`src/rtl/sstx_pkg.sv`:
```
package sstx_pkg;
  localparam logic IDLE_LEVEL = 1'b1;

  // number of bits in one frame
  function automatic int unsigned frame_bits(input logic nine, input int unsigned dw);
    return nine ? dw + 1 : dw;
  endfunction
endpackage

```
`src/rtl/sstx_edge_detect.sv`:
```
module sstx_edge_detect #(
  parameter int unsigned STAGES = 2
) (
  input  logic clk,
  input  logic rst,
  input  logic pol,
  input  logic sck_async,
  output logic act_edge
);
  logic [STAGES-1:0] pipe;
  logic              norm;
  logic              prev_q;

  generate
    for (genvar g = 0; g < STAGES; g++) begin : g_stage
      if (g == 0) begin : g_first
        always_ff @(posedge clk) begin
          if (rst) pipe[0] <= 1'b0;
          else     pipe[0] <= sck_async;
        end
      end else begin : g_next
        always_ff @(posedge clk) begin
          if (rst) pipe[g] <= 1'b0;
          else     pipe[g] <= pipe[g-1];
        end
      end
    end
  endgenerate

  // normalised level: 1 means the active phase
  assign norm = pipe[STAGES-1] ^ pol;

  always_ff @(posedge clk) begin
    if (rst) prev_q <= 1'b0;
    else     prev_q <= norm;
  end

  assign act_edge = norm & ~prev_q;

  // an edge pulse never lasts two cycles
  a_r3_single_pulse: assert property (@(posedge clk) disable iff (rst)
    act_edge |=> !act_edge);
endmodule

```
`src/rtl/sstx_holding.sv`:
```
module sstx_holding #(
  parameter int unsigned DATA_W = 8,
  localparam int unsigned W = DATA_W + 1
) (
  input  logic         clk,
  input  logic         rst,
  input  logic         flush,
  input  logic         accept,
  input  logic [W-1:0] in_word,
  input  logic         in_nine,
  input  logic         take,
  output logic         valid,
  output logic [W-1:0] word,
  output logic         nine
);
  always_ff @(posedge clk) begin
    if (rst || flush) begin
      valid <= 1'b0;
      word  <= '0;
      nine  <= 1'b0;
    end else if (take) begin
      valid <= 1'b0;
    end else if (accept && !valid) begin
      valid <= 1'b1;
      word  <= in_word;
      nine  <= in_nine;
    end
  end

  // a pending word stays put until it is taken or flushed
  a_r8_keep_pending: assert property (@(posedge clk) disable iff (rst)
    (valid && !take && !flush) |=> (valid && $stable(word) && $stable(nine)));
endmodule

```
`src/rtl/sstx_shifter.sv`:
```
module sstx_shifter #(
  parameter int unsigned DATA_W = 8,
  localparam int unsigned W  = DATA_W + 1,
  localparam int unsigned CW = $clog2(DATA_W + 2)
) (
  input  logic         clk,
  input  logic         rst,
  input  logic         flush,
  input  logic         adv,
  input  logic         load,
  input  logic [W-1:0] load_word,
  input  logic         load_nine,
  output logic         busy,
  output logic         at_end,
  output logic         sdo
);
  import sstx_pkg::*;

  logic [W-1:0]  data_q;
  logic [CW-1:0] cnt_q;
  logic [CW-1:0] len_q;
  logic [CW-1:0] load_len;

  assign load_len = CW'(frame_bits(load_nine, DATA_W));
  assign at_end   = (cnt_q == len_q);

  always_ff @(posedge clk) begin
    if (rst || flush) begin
      busy   <= 1'b0;
      data_q <= '0;
      cnt_q  <= '0;
      len_q  <= CW'(DATA_W);
      sdo    <= IDLE_LEVEL;
    end else if (adv && busy) begin
      if (!at_end) begin
        sdo    <= data_q[0];
        data_q <= data_q >> 1;
        cnt_q  <= cnt_q + 1'b1;
      end else if (load) begin
        // back-to-back: next frame's first bit on the closing edge
        sdo    <= load_word[0];
        data_q <= load_word >> 1;
        cnt_q  <= CW'(1);
        len_q  <= load_len;
      end else begin
        busy <= 1'b0;
        sdo  <= IDLE_LEVEL;
      end
    end else if (load && !busy) begin
      busy   <= 1'b1;
      data_q <= load_word;
      cnt_q  <= '0;
      len_q  <= load_len;
    end
  end

  // bit count never passes the frame length
  a_r6_cnt_bound: assert property (@(posedge clk) disable iff (rst)
    busy |-> (cnt_q <= len_q));
  // line holds between edges
  a_r3_sdo_hold: assert property (@(posedge clk) disable iff (rst)
    (!flush && !adv) |=> $stable(sdo));
endmodule

```
`src/rtl/sync_slave_tx.sv`:
```
module sync_slave_tx #(
  parameter int unsigned DATA_W      = 8,
  parameter int unsigned SYNC_STAGES = 2,
  localparam int unsigned W = DATA_W + 1
) (
  input  logic              clk,
  input  logic              rst,
  input  logic              cfg_sync_mode,
  input  logic              cfg_port_en,
  input  logic              cfg_tx_en,
  input  logic              cfg_clk_master,
  input  logic              cfg_rx_single,
  input  logic              cfg_rx_cont,
  input  logic              cfg_nine_bit,
  input  logic              cfg_clk_pol,
  input  logic              cfg_irq_en,
  input  logic              ninth_bit_in,
  input  logic              wr_en,
  input  logic [DATA_W-1:0] wr_data,
  input  logic              ext_sck,
  output logic              tx_ready,
  output logic              tx_irq,
  output logic              tsr_empty,
  output logic              sdo
);
  import sstx_pkg::*;

  logic         active;
  logic         act_edge;
  logic         sh_busy, sh_at_end;
  logic         hold_valid, hold_nine;
  logic [W-1:0] hold_word;
  logic [W-1:0] wr_word;
  logic         direct_ld, take, accept, sh_load;
  logic [W-1:0] ld_word;
  logic         ld_nine;

  assign active = cfg_sync_mode & cfg_port_en & cfg_tx_en & ~cfg_clk_master
                & ~cfg_rx_single & ~cfg_rx_cont;

  sstx_edge_detect #(.STAGES(SYNC_STAGES)) u_edge (
    .clk(clk), .rst(rst), .pol(cfg_clk_pol), .sck_async(ext_sck), .act_edge(act_edge)
  );

  assign wr_word   = {ninth_bit_in & cfg_nine_bit, wr_data};
  assign direct_ld = active & wr_en & ~sh_busy & ~hold_valid;
  assign take      = active & hold_valid & (~sh_busy | (act_edge & sh_at_end));
  assign accept    = active & wr_en & ~hold_valid & sh_busy;
  assign sh_load   = direct_ld | take;
  assign ld_word   = take ? hold_word : wr_word;
  assign ld_nine   = take ? hold_nine : cfg_nine_bit;

  sstx_holding #(.DATA_W(DATA_W)) u_hold (
    .clk(clk), .rst(rst), .flush(~active), .accept(accept),
    .in_word(wr_word), .in_nine(cfg_nine_bit), .take(take),
    .valid(hold_valid), .word(hold_word), .nine(hold_nine)
  );

  sstx_shifter #(.DATA_W(DATA_W)) u_shift (
    .clk(clk), .rst(rst), .flush(~active), .adv(act_edge), .load(sh_load),
    .load_word(ld_word), .load_nine(ld_nine),
    .busy(sh_busy), .at_end(sh_at_end), .sdo(sdo)
  );

  assign tx_ready  = ~hold_valid;
  assign tsr_empty = ~sh_busy & ~hold_valid;
  assign tx_irq    = cfg_irq_en & tx_ready;

  // inactive state drains to idle
  a_r9_flush_idle: assert property (@(posedge clk) disable iff (rst)
    !active |=> (tx_ready && tsr_empty && sdo == IDLE_LEVEL));
  // write into a busy shifter clears ready
  a_r4_pending_clears_ready: assert property (@(posedge clk) disable iff (rst)
    (active && wr_en && sh_busy && hold_valid == 1'b0) |=> !tx_ready);
  // direct load starts shifting with ready still set
  a_r2_direct_load: assert property (@(posedge clk) disable iff (rst)
    direct_ld |=> (tx_ready && !tsr_empty));
endmodule

```
`config.mk`:
```
export PLATFORM = sky130hd
export DESIGN_NAME = sync_slave_tx
export DESIGN_NICKNAME = d
export VERILOG_FILES = /design/src/rtl/sstx_pkg.sv /design/src/rtl/sstx_edge_detect.sv /design/src/rtl/sstx_holding.sv /design/src/rtl/sstx_shifter.sv /design/src/rtl/sync_slave_tx.sv
export SDC_FILE = /design/constraint.sdc
export NUM_CORES = 1
export LEC_CHECK = 0
export ABC_AREA = 1
export BUFFER_PORTS_ARGS = -buffer_cell sky130_fd_sc_hd__buf_2
export CAP_MARGIN = 5
export CORE_AREA = 3 3 67 62
export DETAILED_ROUTE_END_ITERATION = 8
export DIE_AREA = 0 0 70 65
export PLACE_DENSITY = 0.85
export SLEW_MARGIN = 10
export SYNTH_ARGS = -nofsm -noshare
export SYNTH_HDL_FRONTEND = slang
export SYNTH_HIERARCHICAL = 1
export SYNTH_SLANG_ARGS = --single-unit
```
`constraint.sdc`:
```
create_clock -name clk -period 2.9 [get_ports clk]
set_clock_uncertainty 0.1 [all_clocks]
set_input_delay 0.145 -clock clk [delete_from_list [all_inputs] [get_ports clk]]
set_output_delay 0.145 -clock clk [all_outputs]
set_load 0.005 [all_outputs]
```
# --- After elaboration in Yosys (flattened, before gate mapping) ---
# Cells that the tools add are included.
totals:
  ff_bits: 33
  latchBits: 0
  ram_bits: 0
  romBits: 0
  input_bits: 22
  output_inout_bits: 4
  word_cells: 78
  n_memories: 0
classes:
  add_sub_neg: 1
  n_mul: 0
  n_div: 0
  magnitude_cmp: 0
  n_eq_ne: 5
  shifts: 0
  n_mux: 21
  bitwise_logic: 28
  n_reduce_logical: 12
ops:
  columns: ["op", "count"]
  rows:
  - ["two-way mux 9 bit", 5]
  - ["two-way mux 4 bit", 8]
  - ["bitwise AND 1 bit", 17]
  - ["two-way mux 1 bit", 8]
  - ["NOT 1 bit", 8]
  - ["AND reduction 3 bit", 2]
  - ["adder 4 x 1 -> 4 bit (second input constant)", 1]
  - ["== test 4 bit", 1]
  - ["inequality test 2 bit (second input constant)", 2]
  - ["AND reduction 2 bit", 2]
  - ["logical AND 1 bit", 3]
  - ["inequality test 3 x 2 -> 1 bit (second input constant)", 1]
  - ["logical NOT 1 bit", 2]
  - ["inequality test 2 x 1 -> 1 bit (second input constant)", 1]
  - ["OR 1 bit", 2]
  - ["nonzero test 2 bit", 1]
  - ["OR reduction 2 bit", 1]
  - ["logical OR 1 bit", 1]
  - ["XOR 1 bit", 1]

# --- Longest topological paths before layout ---
logic_depth:
  word_depth: 12
  ltp_mapped: 19
  ltp_nobuf: 18

# --- Modules after synthesis ---
# Netlist, hierarchy kept.
modules_own_cells:
  columns: ["module", "instances", "cells_each", "area_each_um2", "seq_area_each_um2"]
  rows:
  - ["sstx_shifter", 1, 160, 1006.0, 320.3]
  - ["sstx_holding", 1, 70, 486.7, 220.2]
  - ["sync_slave_tx", 1, 68, 390.4, 0.0]
  - ["sstx_edge_detect", 1, 14, 101.3, 60.1]

# --- Worst setup path after synthesis ---
# No wires, ideal clock.
synth_timing:
  path_type: "reg-to-reg"
  from: "reg u_shift.cnt_q[1]"
  to: "reg u_shift.cnt_q[0]"
  setup_time_ns: 0.113
  arrival_time_ns: 2.205
  t_required_ns: 2.687
  setup_slack_ns: 0.482
  path_stages_with_launch: 19
  n_path_buf: 2
  synth_period_minus_slack_ns: 2.418
  cell_sequence: "dfxtp_1 -> inv_1 -> nand2_2 -> nor2_8 -> nand2_2 -> buf_4 -> inv_2 -> nand2_1 -> nand2_1 -> nand2_2 -> nor2_1 -> inv_1 -> nand2_1 -> inv_2 -> o21ai_2 -> nand2_4 -> buf_6 -> nor2_1 -> nor2_1"
synth_via:
  elab_chain_cells: 8
  word_cells_on_any_way: 11
  cone_classes: "eq/ne: 2; mux: 2; bitwise: 4; reduce/logical: 3"
synth_lines:
  columns: ["item", "line", "source"]
  rows:
  - ["start, declared", "sstx_shifter.sv:20", "logic [CW-1:0] cnt_q;"]
  - ["start signal, assigned", "sstx_shifter.sv:38", "cnt_q <= cnt_q + 1'b1;"]
  - ["== test 4 bit *", "sstx_shifter.sv:25", "assign at_end = (cnt_q == len_q);"]
  - ["net sh_at_end", "sync_slave_tx.sv:30", "logic sh_busy, sh_at_end;"]
  - ["bitwise AND 1 bit *", "sync_slave_tx.sv:47", "assign take = active & hold_valid & (~sh_busy | (act_edge & sh_at_end));"]
  - ["OR 1 bit *", "sync_slave_tx.sv:47", null]
  - ["bitwise AND 1 bit *", "sync_slave_tx.sv:47", null]
  - ["net take", "sync_slave_tx.sv:34", "logic direct_ld, take, accept, sh_load;"]
  - ["OR 1 bit *", "sync_slave_tx.sv:49", "assign sh_load = direct_ld | take;"]
  - ["net sh_load", "sync_slave_tx.sv:34", null]
  - ["logical AND 1 bit", "sstx_shifter.sv:49", "end else if (load && !busy) begin"]
  - ["nonzero test 2 bit (no line)", null, null]
  - ["AND reduction 2 bit (no line) *", null, null]
# The timed path passes the listed nets; every way through them passes the cells marked *.
# A chain may end at the register's enable or synchronous reset.

# --- Worst setup path in the final report ---
layout_timing:
  from: "reg u_shift.cnt_q[0]"
  to: "reg u_shift.data_q[8]"
layout_via:
  elab_chain_cells: 8
  word_cells_on_any_way: 13
  cone_classes: "eq/ne: 2; mux: 4; bitwise: 4; reduce/logical: 3"
layout_lines:
  columns: ["item", "line", "source"]
  rows:
  - ["== test 4 bit *", "sstx_shifter.sv:25", null]
  - ["net sh_at_end", "sync_slave_tx.sv:30", null]
  - ["bitwise AND 1 bit *", "sync_slave_tx.sv:47", null]
  - ["OR 1 bit *", "sync_slave_tx.sv:47", null]
  - ["bitwise AND 1 bit *", "sync_slave_tx.sv:47", null]
  - ["net take", "sync_slave_tx.sv:34", null]
  - ["OR 1 bit *", "sync_slave_tx.sv:49", null]
  - ["net sh_load", "sync_slave_tx.sv:34", null]
  - ["logical AND 1 bit", "sstx_shifter.sv:49", null]
  - ["nonzero test 2 bit (no line)", null, null]
  - ["AND reduction 2 bit (no line) *", null, null]
  - ["end signal, assigned", "sstx_shifter.sv:37", "data_q <= data_q >> 1;"]
  - ["end signal, assigned", "sstx_shifter.sv:42", "data_q <= load_word >> 1;"]
  - ["end signal, assigned", "sstx_shifter.sv:51", "data_q <= load_word;"]
  - ["end, declared", "sstx_shifter.sv:19", "logic [W-1:0] data_q;"]
# The timed path passes the listed nets; every way through them passes the cells marked *. The select of a mux whose other input is x is not followed.

==> reports/metrics.sh <==
RUN_STATUS='completed'
CRIT_PATH_TOP_DELAY_CELL='dfxtp_1'
PRE_CTS_SLACK_NS=0.504
POSTSYNTH.TOPFLOPCELL='dfxtp_1'
CLKSLEWWORSTSETUPHOLDPATHS_NS=0.07
WORST-SLEW-PIN-TRANSITION_NS=0.811
SYNTH.MOST_COMMON_CELL='nand2_1'
WORSTSETUPPATHTYPE='reg2reg'
RSZ0062_AT_GRT='false'
FINALINSTANCEAREA_MM2=0.00222
POWER_FRAC_SEQ_PCT=50.5
DIE_Y_UM=65
DRT-PASS1-ITER-COUNT=4
YOSYS-TOP-CELLS-AREA='dfxtp_1 30%, nand2_1 16%, nand3_1 10%, inv_1 8.1%, nor2_1 6.2%'
NUMBER_OF_INSERTED_DIODES=0
SETUP_WS_NS=0.446
TRACK_USAGE_PCT=21.1
FLOORPLAN.IO_PINS=26
FLOORPLAN.ROWS=20
FMAX_GHz=0.407
REG2REG_DEPTH=17
CLOCK_TREE_FROM_TRITONCTS='yes'
DIE_W_UM=70
TIMING.CRITICAL_PATH.CELLS='nand2_1 > nand2_4 > nand2_2 > inv_2 > nand2_1 > nand2_1 > nand2_2 > nor2_1 > inv_1 > nand2_1 > inv_2 > o21ai_2 > nand2_4 > inv_2 > nand2_1 > nand2_1 > nor2_1'
CRIT_REQUIRED_NS=2.99
CRIT_PATH_FREQUENT_CELL='nand2_1'
GLOBALROUTE.TOTALOVERFLOW=0
REPORT.FINAL.SLEW_VIOL_COUNT=0
YS_SEQ_AREA_SHARE_PCT=30.3
POWER.INTERNAL_W=0.000633
GRT_FIRST_PASS_WIRELENGTH_UM=7820
DESIGN.CORE.AREA_MM2=0.00345
SW_FRAC_OF_TOTAL_PCT=22.9
CTS_REPAIR_RESIZE_COUNT=0
SWITCHING_POWER_W=0.000188
FINAL_HOLD_VIOL_COUNT=0
WORST-ENDPOINT-ARRIVAL_NS=2.54
FLOORPLAN.INITIALDENSITY_PCT=57.5
PATH_MAX_FANOUT=14
SYNTH_ENABLE_FLOP_CELLS=0
HOLD_PATH_ENDPOINT='u_edge/prev_q'
PLACED_AREA_MM2=0.00210
CLASS_OF_THE_TIGHTEST_HOLD_OR_REMOVAL_CHECK='in2reg'
TIMING.REG2REG.SETUP_SLACK_NS=0.45
LAYOUT-AREA-OVERHEAD-VS-SYNTH_PCT=11.9
POSTSYNTH.ASYNCRESETSHARE_PCT=0
POWER_PER_CELL_AREA_mW_PER_MM2=370
WORST_R2R_ENDPOINT='u_shift/data_q[8]'
PORT-BUFFER-COUNT=25
SETUP_TNS_NS=0
POST-PLACE-CELLS=372
NNETSFINAL=361
TIMING.CRITICAL_PATH.BUF_INV=4
VIAS_AFTER_DETAILED_ROUTING=1942
POST_DRT_VIA_CELL_RATIO=5.07
CLOCK_SINKS=30
PLACE_HPWL_UM=3170
DETAIL_ROUTE.DRC_VIOLATIONS=0
DRT_ITER0_MARKERS=120
WORSTREG2REGSTART='u_shift/cnt_q[0]'
MAXCAPVIOLATIONS=0
SYNTHDISTINCTLIBCELLS=28
ROUTED_WIRE_LENGTH_PER_INSTANCE_UM=11.6
P_CLK_SHARE_PCT=42.2
FINAL.MIN_CLOCK_PERIOD_NS=2.45
PIN_COUNT_OF_THE_BIGGEST_NET_ENTERING_GLOBAL_ROUTING=22
WORSTHOLDPATHCELLS=4
CTS_BUFFERS=5
TIMING.CRITICAL_PATH.SLOWEST_CELL_DELAY_NS=0.42
START_KIND='flip-flop'
LAYOUT-DRIVE-GT1-SHARE_PCT=19.5
CTS_MAX_LEVEL=2
CRITPATHTOPFAMILY='simple AND/OR/NAND/NOR gates'
CLOCK-ROOT-BUFFER='clkbuf_8'
CELL_AREA_AFTER_SYNTHESIS_MM2=0.00198
DESIGN.DIE.AREA_MM2=0.00455
GP_ROUTABILITY_CONGESTION=0.908
GRT_ANTENNA_BEFORE_REPAIR=0
POSTSYNTHAREAPERCELL_UM2=6.36
VIAS_IN_THE_FIRST_GLOBAL_ROUTE=1896
POST_SYNTHESIS_REGISTER_BIT_COUNT=30
TIMING.CRITICAL_PATH.TO_TYPE='flip-flop'
SETUP_VIOLATIONS=0
FIN_UTIL_PCT=64.3
FRACTION_OF_POST_SYNTHESIS_CELL_AREA_IN_THE_TOP_CELL_TYPE_BY_AREA_PCT=30.3
MAX-VDD-IR-DROP_mV=0.261
SYN_NETS=335
CLK_LATENCY_NS=0.29
HOLD_START='cfg_clk_pol'
DRT-TOTAL-WL_UM=4450
YOSYS_WARNINGS=6
STDCELL_COUNT=383
POSTROUTEANTENNANETS=0
CLOCKBUFFERDEPTH=2
FIN_CRIT_SH_PCT=84.6
SYNTH.TOP_CELLS.BY_COUNT='86 x nand2_1, 43 x inv_1, 41 x nand3_1'
SYNTH_AREA_LEADER='dfxtp_1'
MAX-SLEW-MARGIN-REL_PCT=45.9
POST_SYNTH_INST_COUNT=312
SHARE_COMB_OF_TOTAL_POWER_PCT=7.2
P_LEAK_nW=1.05
==> area by class of cell <==
| cell class | instances | area [um2] |
|---|---|---|
| fillers | 326 | 1230 |
| multi-input cells | 220 | 1100 |
| flip-flops and latches | 30 | 601 |
| inverters | 49 | 186 |
| repair buffers | 32 | 185 |
| clock buffers | 7 | 86.3 |
| well taps | 44 | 55.1 |
| clock inverters | 1 | 5.00 |
==> sequential cells by signal, indices dropped and copies added (netlist names) <==
register and cells:
u_edge/pipe 2, u_hold/word 9, u_shift/sdo 1, u_shift/data_q 9, u_shift/len_q 1, u_shift/cnt_q 4
u_hold/nine 1, u_shift/busy 1, u_hold/valid 1, u_edge/prev_q 1
==> power groups by stage <==
stage | clock [W] | sequential (W) | combinational (W)
floorplan | 0 | 0.000424 | 0.0000322
global placement | 0 | 0.000424 | 0.0000543
detailed placement | 0 | 0.000424 | 0.0000561
global route | 0.000369 | 0.000415 | 0.0000668
finish | 0.000347 | 0.000415 | 0.0000595
CTS | 0.000358 | 0.000415 | 0.0000595
==> metal layers <==
layer	vias up	part of all wire [%]	GRT usage (%)
met5	-	0	0
li1	1019	-	-
met3	9	4.6	3.88
met1	864	46	24.1
met2	50	48	39.0
met4	0	1.7	8.13
==> cell families (layout without fill, tap and decap cells) <==
logic type | count (synthesis) | count (layout) | share of synthesized area (%)
fa+ha+maj | 1 | 1 | 0.630
flops | 30 | 30 | 30.3
simple gates | 181 | 181 | 42.4
compound gates | 37 | 37 | 12.0
xor+xnor | 1 | 1 | 0.441
buf+inv | 62 | 89 | 14.2
==> metrics by stage <==
stage | total power, W | hold WS (ns)
finish | 0.000822 | 0.0498
global route | 0.000851 | 0.0674
CTS | 0.000832 | 0.0446
detailed placement | 0.000480 | 0.270
global placement | 0.000478 | 0.254
floorplan | 0.000456 | 0.116
==> cell usage in the layout (no fill, tap or decap), types with 5 or more instances in the layout <==
cell type and instances:
nand2_1 86, inv_1 43, nand3_1 41, nor2_1 33, dfxtp_1 30, buf_2 25
a21oi_1 23, o21bai_1 7, nand2_2 6, clkbuf_8 6, inv_2 5
==> how the worst max path moves through the flow <==
| stage | cells after the start | start | endpoint |
|---|---|---|---|
| 6_report | 17 | u_shift/cnt_q[0] | u_shift/data_q[8] |
| 3_3_place_gp | 17 | u_shift/cnt_q[0] | u_shift/data_q[8] |
| 5_1_grt | 16 | u_shift/cnt_q[0] | u_shift/data_q[4] |
| 2_1_floorplan | 18 | u_shift/cnt_q[1] | u_shift/cnt_q[0] |
| 3_5_place_dp | 17 | u_shift/cnt_q[0] | u_shift/data_q[8] |
| 4_1_cts | 17 | u_shift/cnt_q[0] | u_shift/data_q[8] |
==> repair_timing <==
item                                    CTS  global route
hold buffers                              3             0
endpoints found under the setup margin    0             0
buffers inserted                          0             0
endpoints found under the hold margin     3             0
==> tightest hold or removal path, stage by stage <==
cell and delay [ns]:
buf_2 0.09, nand2_1 0.04, nand2_1 0.08, nor2_1 0.04
(Power assumes the default switching activity.)
